===== config.mk =====
export PLATFORM = sky130hd
export DESIGN_NAME = fma_mant_top
export DESIGN_NICKNAME = d
export VERILOG_FILES = /design/src/rtl/fma_pkg.sv /design/src/rtl/fma_ctrl.sv /design/src/rtl/fma_dp.sv /design/src/rtl/fma_mant_top.sv
export SDC_FILE = /design/constraint.sdc
export NUM_CORES = 2
export LEC_CHECK = 0
export BUFFER_PORTS_ARGS = -buffer_cell sky130_fd_sc_hd__buf_2
export CAP_MARGIN = 20
export CORE_ASPECT_RATIO = 0.9
export CORE_MARGIN = 4
export CORE_UTILIZATION = 42
export DETAILED_ROUTE_END_ITERATION = 12
export PLACE_DENSITY = 0.57
export SYNTH_ARGS = -nofsm -noshare
export SYNTH_HDL_FRONTEND = slang
export SYNTH_HIERARCHICAL = 1
export SYNTH_SLANG_ARGS = --single-unit

===== constraint.sdc =====
create_clock -name clk -period 178.6 [get_ports clk]
set_input_delay 17.86 -clock clk [delete_from_list [all_inputs] [get_ports clk]]
set_output_delay 17.86 -clock clk [all_outputs]
set_load 0.005 [all_outputs]

===== src/rtl/fma_pkg.sv =====
package fma_pkg;

  typedef struct packed {
    logic capture;
    logic validNext;
  } fmaStrobe_t;

  function automatic logic [63:0] stickyShr(input logic [63:0] v, input logic [11:0] amt);
    logic [63:0] res;
    logic [63:0] mask;
    if (amt >= 12'd64) begin
      res = {63'b0, |v};
    end else begin
      mask = (64'b1 << amt[5:0]) - 64'b1;
      res = v >> amt[5:0];
      res[0] = res[0] | (|(v & mask));
    end
    return res;
  endfunction

  function automatic logic [6:0] leadZeros(input logic [63:0] v, input int top);
    logic [6:0] cnt;
    logic found;
    cnt = '0;
    found = 1'b0;
    for (int i = 63; i >= 0; i--) begin
      if (i <= top && !found) begin
        if (v[i]) found = 1'b1;
        else cnt = cnt + 7'd1;
      end
    end
    return cnt;
  endfunction

endpackage


===== src/rtl/fma_ctrl.sv =====
module fma_ctrl
  import fma_pkg::*;
(
  input  logic       clk,
  input  logic       rstN,
  input  logic       inValid,
  output fmaStrobe_t strobe,
  output logic       outValid
);

  always_comb begin
    strobe.capture   = inValid;
    strobe.validNext = inValid;
  end

  always_ff @(posedge clk) begin
    if (!rstN) outValid <= 1'b0;
    else       outValid <= strobe.validNext;
  end

endmodule


===== src/rtl/fma_dp.sv =====
module fma_dp
  import fma_pkg::*;
#(
  parameter int MantW = 24,
  parameter int ExpW  = 10
) (
  input  logic                   clk,
  input  logic                   rstN,
  input  fmaStrobe_t             strobe,
  input  logic signed [ExpW-1:0] xExp,
  input  logic signed [ExpW-1:0] yExp,
  input  logic signed [ExpW-1:0] zExp,
  input  logic [MantW-1:0]       xMant,
  input  logic [MantW-1:0]       yMant,
  input  logic [MantW-1:0]       zMant,
  input  logic                   prodSign,
  input  logic                   addSign,
  input  logic                   zIsZero,
  input  logic                   roundDown,
  output logic                   outSign,
  output logic signed [ExpW-1:0] outExp,
  output logic [MantW+2:0]       outMant
);

  localparam int FrameW    = 64;
  localparam int LeadPos   = FrameW - 2;
  localparam int OutW      = MantW + 3;
  localparam int DropW     = LeadPos - (OutW - 1);
  localparam int ZShift    = LeadPos - (MantW - 1);
  localparam int ProdShift = FrameW - 2 * MantW;
  localparam int IntW      = ExpW + 2;

  logic [2*MantW-1:0]     prodFull;
  logic [FrameW-1:0]      prodFrame, addFrame, sumFrame, resFrame, reduced;
  logic signed [IntW-1:0] prodE, addE, commonE, resE, diffE;
  logic [6:0]             lz;
  logic                   resSign, isZeroRes;

  always_comb begin
    prodFull  = xMant * yMant;
    prodFrame = FrameW'(prodFull) << ProdShift;
    prodE     = IntW'(xExp) + IntW'(yExp);
    if (prodFrame[FrameW-1]) begin
      prodFrame = prodFrame >> 1;
      prodE     = prodE + IntW'(1);
    end
    addFrame  = FrameW'(zMant) << ZShift;
    addE      = IntW'(zExp);
    sumFrame  = '0;
    resFrame  = prodFrame;
    resE      = prodE;
    resSign   = prodSign;
    isZeroRes = 1'b0;
    commonE   = prodE;
    diffE     = '0;
    lz        = '0;
    if (!zIsZero) begin
      if (addE > prodE) begin
        diffE     = addE - prodE;
        prodFrame = stickyShr(prodFrame, 12'(diffE));
        commonE   = addE;
      end else begin
        diffE    = prodE - addE;
        addFrame = stickyShr(addFrame, 12'(diffE));
        commonE  = prodE;
      end
      if (addSign == prodSign) begin
        sumFrame = addFrame + prodFrame;
        resSign  = addSign;
        resE     = commonE;
        if (sumFrame[FrameW-1]) begin
          sumFrame = stickyShr(sumFrame, 12'd1);
          resE     = resE + IntW'(1);
        end
        resFrame = sumFrame;
      end else begin
        if (addFrame >= prodFrame) begin
          sumFrame = addFrame - prodFrame;
          resSign  = addSign;
        end else begin
          sumFrame = prodFrame - addFrame;
          resSign  = prodSign;
        end
        if (sumFrame == '0) begin
          isZeroRes = 1'b1;
          resSign   = roundDown;
          resE      = '0;
          resFrame  = '0;
        end else begin
          lz       = leadZeros(sumFrame, LeadPos);
          resFrame = sumFrame << lz;
          resE     = commonE - IntW'(lz);
        end
      end
    end
    reduced = isZeroRes ? '0 : stickyShr(resFrame, 12'(DropW));
  end

  always_ff @(posedge clk) begin
    if (!rstN) begin
      outSign <= 1'b0;
      outExp  <= '0;
      outMant <= '0;
    end else if (strobe.capture) begin
      outSign <= resSign;
      outExp  <= resE[ExpW-1:0];
      outMant <= reduced[OutW-1:0];
    end
  end

endmodule


===== src/rtl/fma_mant_top.sv =====
module fma_mant_top
  import fma_pkg::*;
#(
  parameter int MantW = 24,
  parameter int ExpW  = 10
) (
  input  logic                   clk,
  input  logic                   rstN,
  input  logic                   inValid,
  input  logic signed [ExpW-1:0] xExp,
  input  logic signed [ExpW-1:0] yExp,
  input  logic signed [ExpW-1:0] zExp,
  input  logic [MantW-1:0]       xMant,
  input  logic [MantW-1:0]       yMant,
  input  logic [MantW-1:0]       zMant,
  input  logic                   prodSign,
  input  logic                   addSign,
  input  logic                   zIsZero,
  input  logic                   roundDown,
  output logic                   outValid,
  output logic                   outSign,
  output logic signed [ExpW-1:0] outExp,
  output logic [MantW+2:0]       outMant
);

  fmaStrobe_t strobe;

  fma_ctrl u_ctrl (
    .clk(clk), .rstN(rstN), .inValid(inValid),
    .strobe(strobe), .outValid(outValid)
  );

  fma_dp #(.MantW(MantW), .ExpW(ExpW)) u_dp (
    .clk(clk), .rstN(rstN), .strobe(strobe),
    .xExp(xExp), .yExp(yExp), .zExp(zExp),
    .xMant(xMant), .yMant(yMant), .zMant(zMant),
    .prodSign(prodSign), .addSign(addSign),
    .zIsZero(zIsZero), .roundDown(roundDown),
    .outSign(outSign), .outExp(outExp), .outMant(outMant)
  );

endmodule


### Yosys cells after proc, flatten, opt, wreduce, memory -nomap -nowiden

Index checks and enable logic that the tools add are counted.

* add/sub/neg operators: 73
* order comparisons: 4
* muxes and demuxes: 652
* reduce and logical (&&, ||, !) cells: 6
* bitwise logic cells: 6
* shifts and indexed selects: 5
* multipliers: 1
* equal/unequal tests: 1

Operators by type and width (count)
* $mux W7: 313
* $mux W64: 9
* $add A7 B1 Y7 const B: 62
* $mux W1: 317
* $mux W63: 5
* $reduce_or A64 Y1: 3
* $shl A1 B6 Y64 const A: 2
* $sub A64 B1 Y64 const B: 2
* $sub A64 B64 Y64: 2
* $add A64 B64 Y64: 1
* $and A63 B64 Y64: 1
* $and A64 B64 Y64: 1
* $ge A64 B64 Y1: 1
* $logic_not A64 Y1: 1
* $shl A64 B7 Y63: 1
* $shr A63 B6 Y64: 1
* $shr A64 B6 Y64: 1
* $mux W10: 6
* $mul A24 B24 Y48: 1
* $reduce_or A36 Y1: 1
* $mux W27: 1
* $ge A12 B7 Y1 const B: 2
* $reduce_or A24 Y1: 1
* $add A12 B2 Y12 const B: 1
* 9 further kinds: 12

* bits in registers: 39
* output and inout port bits: 39

### Logic depth before layout (Yosys ltp)

* depth in word-level cells: 399
* mapped depth: 291
* gate-level depth less buffers: 278

### Hierarchy

Netlist, hierarchy kept.

Modules (own cells, without submodules)
* fma_dp: instances 1, area an instance 59402.0 um^2, cells each 8519
* fma_ctrl: instances 1, area an instance 41.3 um^2, cells each 4

### Least setup slack after synthesis

No wires, ideal clock.

* path type: input port to flip-flop
* from: in yMant[3]
* to: reg u_dp.outExp[9]
* cell stages on the path: 289
* arrival time: 71083 ps
* slack: 107390 ps
* path buffers: 15
* library setup time: 128 ps
* required time: 178472 ps
* cell sequence: clkbuf_1 > nand2_1 > fa_1 > inv_1 > fa_1 > inv_1 > fa_1 > inv_1 > fa_1 > inv_1 > fa_1 > inv_1 > fa_1 > inv_1 > fa_1 > inv_1 > ha_1 > a21o_1 > [... 253 more ...] > a31oi_1 > o21ai_0 > inv_1 > o22ai_2 > xnor2_2 > inv_2 > buf_2 > buf_1 > ha_1 > a21o_1 > a21o_1 > a21o_1 > nor3_1 > xnor2_1 > a22oi_1 > o21ai_0 > mux2i_1 > nor2_1

* word-level cells in the longest chain between the ends: 395
* elaborated cells between the ends (all ways): 728
* those cells by class: 71 x add/sub; 1 x mul; 4 x order compare; 4 x shift; 640 x mux; 4 x bitwise; 4 x reduce/logical

Ends and longest elaborated chain
* start: declaration: line fma_mant_top.sv:14 `input logic [MantW-1:0] yMant,`
* $mul A24 B24 Y48 (*): line fma_dp.sv:40 `prodFull = xMant * yMant;`
* $mux W12: line fma_dp.sv:43 `if (prodFrame[FrameW-1]) begin`
* $sub A10 B12 Y12 / $sub A12 B10 Y12 (equally long branches): line fma_dp.sv:59, fma_dp.sv:63
* $shl A1 B6 Y64: line fma_pkg.sv:14 `mask = (64'b1 << amt[5:0]) - 64'b1;`
* $sub A64 B1 Y64: line fma_pkg.sv:14
* $and A64 B64 Y64 / $and A63 B64 Y64 (equally long branches): line fma_pkg.sv:16 `res[0] = res[0] | (|(v & mask));`
* $reduce_or A64 Y1: line fma_pkg.sv:16
* $or A1 B1 Y1: line fma_pkg.sv:16
* [... 379 more ...]
* $mux W7: line fma_pkg.sv:27 `if (i <= top && !found) begin`
* $mux W7: line fma_dp.sv:84 `if (sumFrame == '0) begin`
* $mux W7: line fma_dp.sv:67 `if (addSign == prodSign) begin`
* $mux W7: line fma_dp.sv:57 `if (!zIsZero) begin`
* $sub A10 B7 Y10: line fma_dp.sv:92 `resE = commonE - IntW'(lz);`
* $mux W10: line fma_dp.sv:84
* $mux W10: line fma_dp.sv:67
* $mux W10 (*): line fma_dp.sv:57
* end signal: assignment: line fma_dp.sv:106 `outExp <= resE[ExpW-1:0];`
* end: declaration: line fma_dp.sv:21 `output logic signed [ExpW-1:0] outExp,`

Every way passes the cells marked *; elsewhere a longest branch is shown, timed or not. The select of a mux whose other input is x is not followed.
A chain may end at the register's enable or synchronous reset.

### Worst setup path after layout

* from: in yMant[15]
* to: reg u_dp.outExp[9]

Same word-level chain as after synthesis.

==> metrics.md <==
| Metric | Value |
|---|---|
| Status | `completed` |
| Min-delay src | `u_dp/outMant[6]` |
| Slew Limit Headroom | `7.80%` |
| CTS clk-pin slew, worst paths | `0.08 ns` |
| Drt total wl | `278 mm` |
| Largest net degree at the start of global routing | `64` |
| Layout area overhead | `4.58%` |
| Syn avg cell area | `6.97 µm²` |
| Placer Congestion | `1.09` |
| Std cell rows | `130` |
| Post-route clock period utilization | `44.8%` |
| Vias per std cell | `6.38` |
| Antenna-violating nets left | `0` |
| Most frequent CP cell | `ha_1` |
| Worst hold stages | `1` |
| Pre-CTS setup slack | `99.60 ns` |
| Final Hold Vio Count | `0` |
| Final Core Density | `44.4%` |
| Final Critical Period | `80.05 ns` |
| Required time worst endpoint | `178.83 ns` |
| Crit path kind | `in -> reg` |
| GRT Total Usage | `36.3%` |
| Worst Reg-to-Reg Cells | `4` |
| Post-Route Setup TNS | `0 ns` |
| Max incr delay on CP | `0.90 ns` |
| Remaining Overflow, GRT | `0` |
| # H-tree levels | `2` |
| Die Height | `365 µm` |
| Vias post-DR | `65100` |
| First-pass GRT wire length | `409 mm` |
| Drt first-iter violations | `8510` |
| Sink Count | `39` |
| Chip width | `405 µm` |
| Worst setup path startpoint | `yMant[15]` |
| Crit path capture type | `register` |
| Cells after synthesis | `8522` |
| RSZ-0062 raised after global routing | `false` |
| Worst Path Arrival | `80.27 ns` |
| Synthesized cell area | `59400 µm²` |
| Worst slew pin tran | `1.37 ns` |
| Critical-path maximum fanout | `62` |
| Initial Util | `42.4%` |
| Clock latency on the worst-skew pair | `0.36 ns` |
| Num CTS Buffers | `5` |
| Vias in the first global route | `60800` |
| Filler cell count | `14800` |
| Hold-fix buffers, CTS | `0` |
| I/O Buffers | `147` |
| DRT Pass-1 Iters | `8` |
| Dpl hpwl | `230 mm` |
| Clock skew | `0 ns` |
| Setup ws final | `98.55 ns` |
| Post-CTS Resized | `0` |
| Initial antenna violation count | `18` |
| Final Instance Area | `62200 µm²` |
| Core Region | `140000 µm²` |
| Post-synth net total | `9567` |
| Max Clk Rate | `12.5 MHz` |
| Die Area | `148000 µm²` |
| Share of cells above drive strength 1 | `6.98%` |
| TritonCTS clock tree | `built` |
| CP max stage cell | `nor4_1` |
| Root buf cell | `clkbuf_16` |
| Max Cap Viol | `0` |
| Nets@finish | `9395` |
| Post-DP Area | `62000 µm²` |
| Worst setup SP type | `input pin` |
| Clock Path Buffers | `2` |
| # IOs | `148` |
| Final slew viol count | `0` |
| DR DRC count | `0` |
| Setup Buffers After CTS | `0` |
| Warnings from Yosys | `6` |
| Finish-stage setup viols | `0` |
| FF-to-FF Start | `u_dp/outMant[0]` |
| Wire per inst | `27.3 µm` |
| Hold WC Path Type | `reg -> reg` |
[flip-flops by register name, summed over array words and instances, names as in the netlist]
name / flops
u_ctrl/outValid: 1
u_dp/outExp: 10
u_dp/outMant: 27
u_dp/outSign: 1
[metal layers]
layer  track usage, %  wire [µm]
met5                0         75
met2             50.7     109000
met3             10.2      34100
met4             10.7      10000
met1             53.7     125000
[layout by cell type (no fill, tap or decap), types with 47 or more instances in the layout]
master and instances:
nand2_1 1074, inv_1 866, nor2_1 796, a21oi_1 617, fa_1 486, ha_1 449
o21ai_0 436, and2_1 333, mux2i_1 318, xnor2_1 248, nor3_1 218, nand3_1 197
buf_2 149, buf_4 137, a31oi_1 106, o21bai_1 103, a21o_1 97, nor4_1 96
mux2_2 87, nand4_1 85, xor2_1 85, o211ai_1 79, and3_1 75, o31ai_1 72
a211oi_1 72, nand2b_1 59, o22ai_1 59, o21a_1 51, a22o_1 51, or3_1 47
[final cells by class]
class / count / area (µm²) / area share, %
clock inverters: 1 / 5.00 / 0.00805
inverters: 882 / 3310 / 5.33
well taps: 1848 / 2310 / 3.72
diodes: 6 / 15.0 / 0.0242
multi-input cells: 7131 / 53800 / 86.5
repair buffers: 291 / 1820 / 2.93
clock buffers: 6 / 139 / 0.223
flip-flops and latches: 39 / 781 / 1.26
[through the flow]
| stage | cells | hold slack, ns |
|---|---|---|
| after detailed placement | 10200 | 0.467 |
| after floorplan | 8522 | 0.452 |
| after global placement | 10200 | 0.455 |
| after CTS | 10200 | 0.481 |
| after global routing | 10200 | 0.505 |
| final | 10200 | 0.483 |
[worst paths after layout]
kind / to / slack [ns]
max: u_dp/outExp[9] / 98.55
min: u_dp/outMant[6] / 0.48
max reg2reg: u_dp/outMant[0] / 176.78
min reg2reg: u_dp/outMant[6] / 0.48
[worst max-delay path: cells and delay by family]
kind,cells,cell delay (ns)
compound gates,67,14.23
xor+xnor,4,0.88
buf+inv,24,4.54
fa+ha+maj,71,23.46
simple gates,72,12.53
mux,32,6.58
Power is left out: the tool's default activity adds up to more than one toggle a clock period on the data nets, which glitch-free logic cannot reach.
